[src/rtl/pwrdn_pkg.sv]
package pwrdn_pkg;

  typedef enum logic [2:0] {
    ST_RUN    = 3'd0,
    ST_SLEEP  = 3'd1,
    ST_SSTBY  = 3'd2,
    ST_DSTBY  = 3'd3,
    ST_SETTLE = 3'd4
  } pd_state_e;

  typedef enum logic [1:0] {
    MD_RUN   = 2'b00,
    MD_SLEEP = 2'b01,
    MD_SSTBY = 2'b10,
    MD_DSTBY = 2'b11
  } pd_mode_e;

  typedef struct packed {
    logic cpu_halt;
    logic per_halt;
    logic cpg_halt;
    logic hs_hold;
    logic hs_pwr;
    logic ret_hold;
    logic self_ref;
  } dom_ctl_t;

  typedef struct packed {
    logic any_irq;
    logic nmi;
    logic ext_irq;
    logic dma_err;
    logic man_rst;
  } wake_t;

endpackage

[src/rtl/pwrdn_rst_sync.sv]
module pwrdn_rst_sync #(
  parameter int STAGES = 2
) (
  input  logic clk,
  input  logic rst_n,
  output logic rst_ns
);

  logic [STAGES-1:0] chain_q;

  generate
    if (STAGES == 1) begin : g_single
      always_ff @(posedge clk or negedge rst_n) begin
        if (!rst_n) chain_q <= '0;
        else        chain_q <= 1'b1;
      end
    end else begin : g_multi
      always_ff @(posedge clk or negedge rst_n) begin
        if (!rst_n) chain_q <= '0;
        else        chain_q <= {chain_q[STAGES-2:0], 1'b1};
      end
    end
  endgenerate

  assign rst_ns = chain_q[STAGES-1];

endmodule

[src/rtl/pwrdn_wake_qual.sv]
module pwrdn_wake_qual
  import pwrdn_pkg::*;
(
  input  pd_state_e state,
  input  wake_t     src,
  output logic      wake_hit
);

  logic strong_src;

  // Only non-maskable, pin interrupts and manual reset reach the standby depths
  assign strong_src = src.nmi | src.ext_irq | src.man_rst;

  always_comb begin
    unique case (state)
      ST_SLEEP:           wake_hit = |src;
      ST_SSTBY, ST_DSTBY: wake_hit = strong_src;
      default:            wake_hit = 1'b0;
    endcase
  end

endmodule

[src/rtl/pwrdn_settle_cnt.sv]
module pwrdn_settle_cnt #(
  parameter int CNT_W = 8
) (
  input  logic             clk,
  input  logic             rst_ns,
  input  logic             load,
  input  logic [CNT_W-1:0] load_val,
  input  logic             active,
  output logic             done
);

  localparam logic [CNT_W-1:0] ONE = CNT_W'(1);

  logic [CNT_W-1:0] cnt_q;
  logic [CNT_W-1:0] cnt_d;
  logic             cnt_en;

  assign done   = (cnt_q <= ONE);
  assign cnt_en = load | (active & ~done);

  always_comb begin
    cnt_d = cnt_q;
    if (load)                 cnt_d = load_val;
    else if (active && !done) cnt_d = cnt_q - ONE;
  end

  always_ff @(posedge clk or negedge rst_ns) begin
    if (!rst_ns)     cnt_q <= '0;
    else if (cnt_en) cnt_q <= cnt_d;
  end

  // while the wait runs, the count falls by one each cycle
  assert_settle_count_down_R9: assert property (@(posedge clk) disable iff (!rst_ns)
    (active && !done && !load) |=> (cnt_q == $past(cnt_q) - ONE))
    else $error("settle counter did not step down");

endmodule

[src/rtl/pwrdn_domain_map.sv]
module pwrdn_domain_map
  import pwrdn_pkg::*;
(
  input  pd_state_e state,
  input  logic      deep_exit,
  output dom_ctl_t  dom
);

  always_comb begin
    dom = '{cpu_halt: 1'b0, per_halt: 1'b0, cpg_halt: 1'b0, hs_hold: 1'b0,
            hs_pwr: 1'b1, ret_hold: 1'b0, self_ref: 1'b0};
    unique case (state)
      ST_RUN: ;
      ST_SLEEP: dom.cpu_halt = 1'b1;
      ST_SSTBY: begin
        dom.cpu_halt = 1'b1;
        dom.per_halt = 1'b1;
        dom.cpg_halt = 1'b1;
        dom.hs_hold  = 1'b1;
        dom.ret_hold = 1'b1;
        dom.self_ref = 1'b1;
      end
      ST_DSTBY: begin
        dom.cpu_halt = 1'b1;
        dom.per_halt = 1'b1;
        dom.cpg_halt = 1'b1;
        dom.hs_pwr   = 1'b0;
        dom.ret_hold = 1'b1;
        dom.self_ref = 1'b1;
      end
      ST_SETTLE: begin
        // clock generator restarted, everything else waits for it
        dom.cpu_halt = 1'b1;
        dom.per_halt = 1'b1;
        dom.hs_hold  = ~deep_exit;
        dom.ret_hold = 1'b1;
        dom.self_ref = 1'b1;
      end
      default: ;
    endcase
  end

endmodule

[src/rtl/pwrdn_ctrl.sv]
module pwrdn_ctrl
  import pwrdn_pkg::*;
#(
  parameter int CNT_W       = 8,
  parameter int SYNC_STAGES = 2
) (
  input  logic             clk,
  input  logic             rst_n,
  input  logic             stby_en_i,
  input  logic             deep_i,
  input  logic             sleep_req_i,
  input  logic             irq_any_i,
  input  logic             nmi_i,
  input  logic             ext_irq_i,
  input  logic             dma_addr_err_i,
  input  logic             man_rst_i,
  input  logic [CNT_W-1:0] settle_cycles_i,
  output logic [1:0]       mode_o,
  output logic             cpu_clk_halt_o,
  output logic             per_clk_halt_o,
  output logic             cpg_halt_o,
  output logic             hsram_hold_o,
  output logic             hsram_pwr_o,
  output logic             retram_hold_o,
  output logic             self_refresh_o,
  output logic             autoref_req_o,
  output logic             resume_o,
  output logic             restart_o
);

  logic      rst_ns;
  pd_state_e state_q, state_d;
  logic      deep_exit_q, deep_exit_d;
  logic      resume_q, resume_d;
  logic      restart_q, restart_d;
  logic      autoref_q, autoref_d;
  logic      wake_hit;
  logic      cnt_load;
  logic      cnt_done;
  logic      in_settle;
  wake_t     wake_src;
  dom_ctl_t  dom;

  pwrdn_rst_sync #(.STAGES(SYNC_STAGES)) u_rst_sync (
    .clk    (clk),
    .rst_n  (rst_n),
    .rst_ns (rst_ns)
  );

  assign wake_src = '{any_irq: irq_any_i, nmi: nmi_i, ext_irq: ext_irq_i,
                      dma_err: dma_addr_err_i, man_rst: man_rst_i};

  pwrdn_wake_qual u_wake_qual (
    .state    (state_q),
    .src      (wake_src),
    .wake_hit (wake_hit)
  );

  assign in_settle = (state_q == ST_SETTLE);

  pwrdn_settle_cnt #(.CNT_W(CNT_W)) u_settle_cnt (
    .clk      (clk),
    .rst_ns   (rst_ns),
    .load     (cnt_load),
    .load_val (settle_cycles_i),
    .active   (in_settle),
    .done     (cnt_done)
  );

  pwrdn_domain_map u_domain_map (
    .state     (state_q),
    .deep_exit (deep_exit_q),
    .dom       (dom)
  );

  // next-state process
  always_comb begin
    state_d     = state_q;
    deep_exit_d = deep_exit_q;
    resume_d    = 1'b0;
    restart_d   = 1'b0;
    autoref_d   = 1'b0;
    cnt_load    = 1'b0;
    unique case (state_q)
      ST_RUN: begin
        if (sleep_req_i) begin
          if (!stby_en_i)  state_d = ST_SLEEP;
          else if (deep_i) state_d = ST_DSTBY;
          else             state_d = ST_SSTBY;
        end
      end
      ST_SLEEP: begin
        if (wake_hit) begin
          state_d  = ST_RUN;
          resume_d = 1'b1;
        end
      end
      ST_SSTBY, ST_DSTBY: begin
        if (wake_hit) begin
          state_d     = ST_SETTLE;
          deep_exit_d = (state_q == ST_DSTBY);
          cnt_load    = 1'b1;
        end
      end
      ST_SETTLE: begin
        if (cnt_done) begin
          state_d   = ST_RUN;
          autoref_d = 1'b1;
          resume_d  = ~deep_exit_q;
          restart_d = deep_exit_q;
        end
      end
      default: state_d = ST_RUN;
    endcase
  end

  // register process
  always_ff @(posedge clk or negedge rst_ns) begin
    if (!rst_ns) begin
      state_q     <= ST_RUN;
      deep_exit_q <= 1'b0;
      resume_q    <= 1'b0;
      restart_q   <= 1'b0;
      autoref_q   <= 1'b0;
    end else begin
      state_q     <= state_d;
      deep_exit_q <= deep_exit_d;
      resume_q    <= resume_d;
      restart_q   <= restart_d;
      autoref_q   <= autoref_d;
    end
  end

  always_comb begin
    unique case (state_q)
      ST_SLEEP:  mode_o = MD_SLEEP;
      ST_SSTBY:  mode_o = MD_SSTBY;
      ST_DSTBY:  mode_o = MD_DSTBY;
      ST_SETTLE: mode_o = deep_exit_q ? MD_DSTBY : MD_SSTBY;
      default:   mode_o = MD_RUN;
    endcase
  end

  assign cpu_clk_halt_o = dom.cpu_halt;
  assign per_clk_halt_o = dom.per_halt;
  assign cpg_halt_o     = dom.cpg_halt;
  assign hsram_hold_o   = dom.hs_hold;
  assign hsram_pwr_o    = dom.hs_pwr;
  assign retram_hold_o  = dom.ret_hold;
  assign self_refresh_o = dom.self_ref;
  assign autoref_req_o  = autoref_q;
  assign resume_o       = resume_q;
  assign restart_o      = restart_q;

  // standby disabled selects light sleep
  assert_sleep_select_R1: assert property (@(posedge clk) disable iff (!rst_ns)
    (mode_o == MD_RUN && !in_settle && sleep_req_i && !stby_en_i) |=> (mode_o == MD_SLEEP))
    else $error("light sleep not entered");

  // software standby selection
  assert_sstby_select_R2: assert property (@(posedge clk) disable iff (!rst_ns)
    (mode_o == MD_RUN && sleep_req_i && stby_en_i && !deep_i) |=> (mode_o == MD_SSTBY))
    else $error("software standby not entered");

  // deep standby selection
  assert_dstby_select_R3: assert property (@(posedge clk) disable iff (!rst_ns)
    (mode_o == MD_RUN && sleep_req_i && stby_en_i && deep_i) |=> (mode_o == MD_DSTBY))
    else $error("deep standby not entered");

  // light sleep keeps the clock generator and peripherals alive
  assert_sleep_domains_R4: assert property (@(posedge clk) disable iff (!rst_ns)
    (mode_o == MD_SLEEP) |-> (cpu_clk_halt_o && !per_clk_halt_o && !cpg_halt_o && !self_refresh_o))
    else $error("light sleep domains wrong");

  // deep standby removes high-speed RAM power
  assert_deep_power_R6: assert property (@(posedge clk) disable iff (!rst_ns)
    (state_q == ST_DSTBY) |-> (!hsram_pwr_o && retram_hold_o && self_refresh_o))
    else $error("deep standby domains wrong");

  // weak wake sources leave standby untouched
  assert_standby_ignore_R8: assert property (@(posedge clk) disable iff (!rst_ns)
    ((state_q == ST_SSTBY || state_q == ST_DSTBY) && !nmi_i && !ext_irq_i && !man_rst_i)
      |=> (state_q == $past(state_q)))
    else $error("standby left on a weak source");

  // auto-refresh is only requested as a settle phase ends
  assert_autoref_after_settle_R9: assert property (@(posedge clk) disable iff (!rst_ns)
    autoref_req_o |-> ($past(in_settle) && mode_o == MD_RUN))
    else $error("auto-refresh request outside settle end");

  // resume and restart never coincide
  assert_exit_kind_R10: assert property (@(posedge clk) disable iff (!rst_ns)
    !(resume_o && restart_o))
    else $error("resume and restart together");

  // sleep request has no effect outside the running state
  assert_req_ignored_R11: assert property (@(posedge clk) disable iff (!rst_ns)
    (state_q == ST_SLEEP && sleep_req_i && !wake_hit) |=> (state_q == ST_SLEEP))
    else $error("sleep request acted outside run");

endmodule

[config.mk]
export PLATFORM = sky130hd
export DESIGN_NAME = pwrdn_ctrl
export DESIGN_NICKNAME = d
export VERILOG_FILES = /design/src/rtl/pwrdn_pkg.sv /design/src/rtl/pwrdn_rst_sync.sv /design/src/rtl/pwrdn_wake_qual.sv /design/src/rtl/pwrdn_settle_cnt.sv /design/src/rtl/pwrdn_domain_map.sv /design/src/rtl/pwrdn_ctrl.sv
export SDC_FILE = /design/constraint.sdc
export NUM_CORES = 1
export LEC_CHECK = 0
export BUFFER_PORTS_ARGS = -buffer_cell sky130_fd_sc_hd__buf_2
export CAP_MARGIN = 20
export CORE_UTILIZATION = 53
export CTS_BUF_LIST = sky130_fd_sc_hd__clkbuf_8
export DETAILED_ROUTE_END_ITERATION = 10
export GPL_ROUTABILITY_DRIVEN = 0
export HOLD_SLACK_MARGIN = 0.08
export PLACE_DENSITY_LB_ADDON = 0.08
export SYNTH_ARGS = -nofsm -noshare
export SYNTH_HDL_FRONTEND = slang
export SYNTH_SLANG_ARGS = --single-unit
[constraint.sdc]
create_clock -name clk -period 2 [get_ports clk]
set_input_delay 0.3 -clock clk [delete_from_list [all_inputs] [get_ports clk]]
set_output_delay 0.3 -clock clk [all_outputs]
set_load 0.005 [all_outputs]
==> results.txt <==
Reg2Reg Depth: 6
proportion of layout cells with a drive suffix above 1: 30.8%
clock share of power: 16.2%
ys flop type: dfrtp_1
GR met2 Demand/Resource: 40.0%
IO Pins: 30
sequential area share after synthesis: 45.0%
DRC violations left: 1
TritonCTS clock tree: yes
storage element area: 425 um2
Sequential Power Share: 39.4%
crit path launch: u_settle_cnt.cnt_q[0]
Vias: 864
Pins Over Slew Limit: 0
Yosys warning count: 0
Slew @ Worst Pin: 0.591 ns
pin count of the biggest net entering global routing: 16
post-DP HPWL: 1610 um
Setup crit end: u_settle_cnt.cnt_q[3]
Inserted Clock Buffers: 3
area grow syn2layout: 24.3%
final worst path period share: 93.9%
CP Capture Type: flop
CP arrival: 2.04 ns
clk sinks: 17
Setup Fix Bufs, Post-CTS: 0
Die ar.: 1960 um2
CP max stage cell: or3b_4
Skew-Pair Late Insertion Delay: 0.25 ns
Die Ht: 44.2 um
Setup violations, final: 0
Worst-path clk slew: 0.07 ns
Post-Syn Nets: 121
Yosys cell types: 39
Sw Pwr: 0.622 mW
IO Port Bufs: 29
Core Util, Final: 73.8%
largest area contributor in the netlist: dfrtp_1
Reg-to-Reg End: u_settle_cnt.cnt_q[3]
Global Route Usage Sum: 24.0%
Fillers: 116
H-tree levels: 1
LEAKAGE: 0.570 nW
fin crit period: 1.88 ns
synthesized area per cell: 9.37 um2
Peak VDD IR: 985 uV
Multi-input gate area: 468 um2
post-route ant nets: 0
number of synthesized flops with an enable pin: 0
setup tns final: 0 ns
Cells after Synth: 101
Critical Path Start Type: flop
PwrDens: 1310 nW/um2
crit-path max cell delay: 0.43 ns
failing checks: design-rule violations
RSZ-0062 raised after global routing: false
clk_skew: 0.00367 ns
number of max-cap violations: 0
fin nets: 154
share of the synthesized area in the top cell type: 45.0%
Global Route met3 Usage: 3.67%
Slew headroom: 60.6%
Core Region: 1590 um2
crit-path cells: inv_1, ha_1, nor2_1, or3b_4, a21o_4, o221ai_1
Post-synth ARST share: 100%
status: complete, but fails checks
router iterations before antenna repair: 7
Reg2Reg Setup Slack: 0.12 ns
Vias per Instance: 5.50
vias in the first global route: 766
CP Class: reg -> reg
die width: 44.2 um
met1 Resource Use GR: 31.5%
DRT iter0 DRCs: 16
global routing's busiest layer: met2
top cells by area, synth: dfrtp_1 (45%), nand2_1 (4.4%), a32oi_1 (3.7%), nor2_1 (3.6%), ha_1 (2.6%)
Worst EP required: 2.16 ns
n_diodes: 0
final WL: 2070 um
HP Class: reg -> async
deepest clock path buffer count: 2
worst reg2reg startpoint: u_settle_cnt.cnt_q[0]
Synth Register Bits: 17
Hold Vio Cnt, Final: 0
initial core utilization: 59.3%
maximum clock frequency: 0.533 GHz
count leader, synth: dfrtp_1
# rows: 14
global-route wire length before repair: 3430 um
switch share: 40.2%
internal power: 0.924 mW
wire per inst: 13.2 um
Root Buffer: clkbuf_8
initial antenna violation count: 0
CP max FO: 6
grt ovf: 0
most frequent cells after synthesis: dfrtp_1 (17), nand2_1 (11), nor2_1 (9)
combinational share of power: 44.3%
post-synth design cell area: 946 um2
[critical path, delay by kind of cell, from the launching register on]
kind	cells	cell delay [ns]
adders and majority gates	1	0.27
and+or+nand+nor	2	0.55
buffers and inverters	1	0.12
AOI/OAI and AO/OA	2	0.42
DFF	1	0.42
[cells in the final DEF, fill, tap and decap left out, types with 3 or more instances in the layout]
master    count
nor2_1        9
nand2_1      11
o21ai_1       4
inv_1         6
a21oi_1       3
dfrtp_1      17
buf_2        29
a32oi_1       4
nor3_1        3
clkbuf_8      3
buf_4         4
nand2b_1      3
[through the flow]
step,instances,worst slack [ns],power [mW],cell area (um2),hold slack [ns]
after global placement,152,0.189,1.27,1120,0.0829
final,157,0.122,1.55,1180,0.244
after CTS,157,0.0633,1.55,1170,0.266
after detailed placement,152,0.0861,1.29,1120,0.0853
after floorplan,101,0.280,1.07,946,0.00441
after global routing,157,0.0253,1.65,1180,0.260
[power by group through the flow]
stage / sequential [mW] / combinational, mW / clock (mW)
CTS: 0.609 / 0.684 / 0.255
global placement: 0.608 / 0.657 / 0
global route: 0.625 / 0.763 / 0.266
floorplan: 0.551 / 0.516 / 0
finish: 0.610 / 0.685 / 0.251
detailed placement: 0.612 / 0.678 / 0
[sequential cells by signal, indices dropped and copies added (netlist names)]
signal,flops
u_settle_cnt.cnt_q,8
state_q,3
u_rst_sync.chain_q,2
autoref_req_o,1
deep_exit_q,1
restart_o,1
resume_o,1
[repair_timing]
action	CTS	global route
gates resized for setup	0	1
setup endpoints to repair	0	3
hold buffers	1	0
endpoints found under the hold margin	2	0
[routing by layer]
| layer | up-vias | part of all wire (%) |
|---|---|---|
| met5 | - | 0 |
| met4 | 0 | 1.2 |
| met3 | 4 | 4.8 |
| met2 | 32 | 51 |
| met1 | 404 | 43 |
| li1 | 424 | - |
[how the worst min path moves through the flow]
| stage | from | endpoint | slack [ns] | cells past startpoint |
|---|---|---|---|---|
| 4_1_cts | settle_cycles_i[1] | u_settle_cnt.cnt_q[1] | 0.27 | 3 |
| 2_1_floorplan | rst_n | u_rst_sync.chain_q[0] | 0.004 | 0 |
| 3_5_place_dp | rst_n | u_rst_sync.chain_q[0] | 0.09 | 1 |
| 5_1_grt | settle_cycles_i[1] | u_settle_cnt.cnt_q[1] | 0.26 | 3 |
| 6_report | u_rst_sync.chain_q[1] | u_settle_cnt.cnt_q[2] | 0.24 | 0 |
| 3_3_place_gp | rst_n | u_rst_sync.chain_q[0] | 0.08 | 1 |
[area by class of cell]
type                            count  share of cell area, %
Sequential cell                    17                   36.2
Clock inverter                      1                  0.319
Timing Repair Buffer               34                   15.7
Inverter                            6                   1.91
Clock buffer                        3                   3.51
Multi-Input combinational cell     72                   39.8
Tap cell                           24                   2.55
[logic make-up (layout without fill, tap and decap cells)]
| logic type | Yosys count | count (layout) | share of synthesized area [%] |
|---|---|---|---|
| other | 1 | 1 | 0.396 |
| DFF | 17 | 17 | 45.0 |
| and+or+nand+nor | 43 | 43 | 24.6 |
| muxes | 1 | 1 | 1.06 |
| buffers and inverters | 12 | 44 | 5.82 |
| AOI/OAI and AO/OA | 23 | 23 | 18.6 |
| adders and majority gates | 2 | 2 | 2.65 |
| xor gates and xnor gates | 2 | 2 | 1.85 |
No activity file was read; power rests on OpenSTA's default activity.
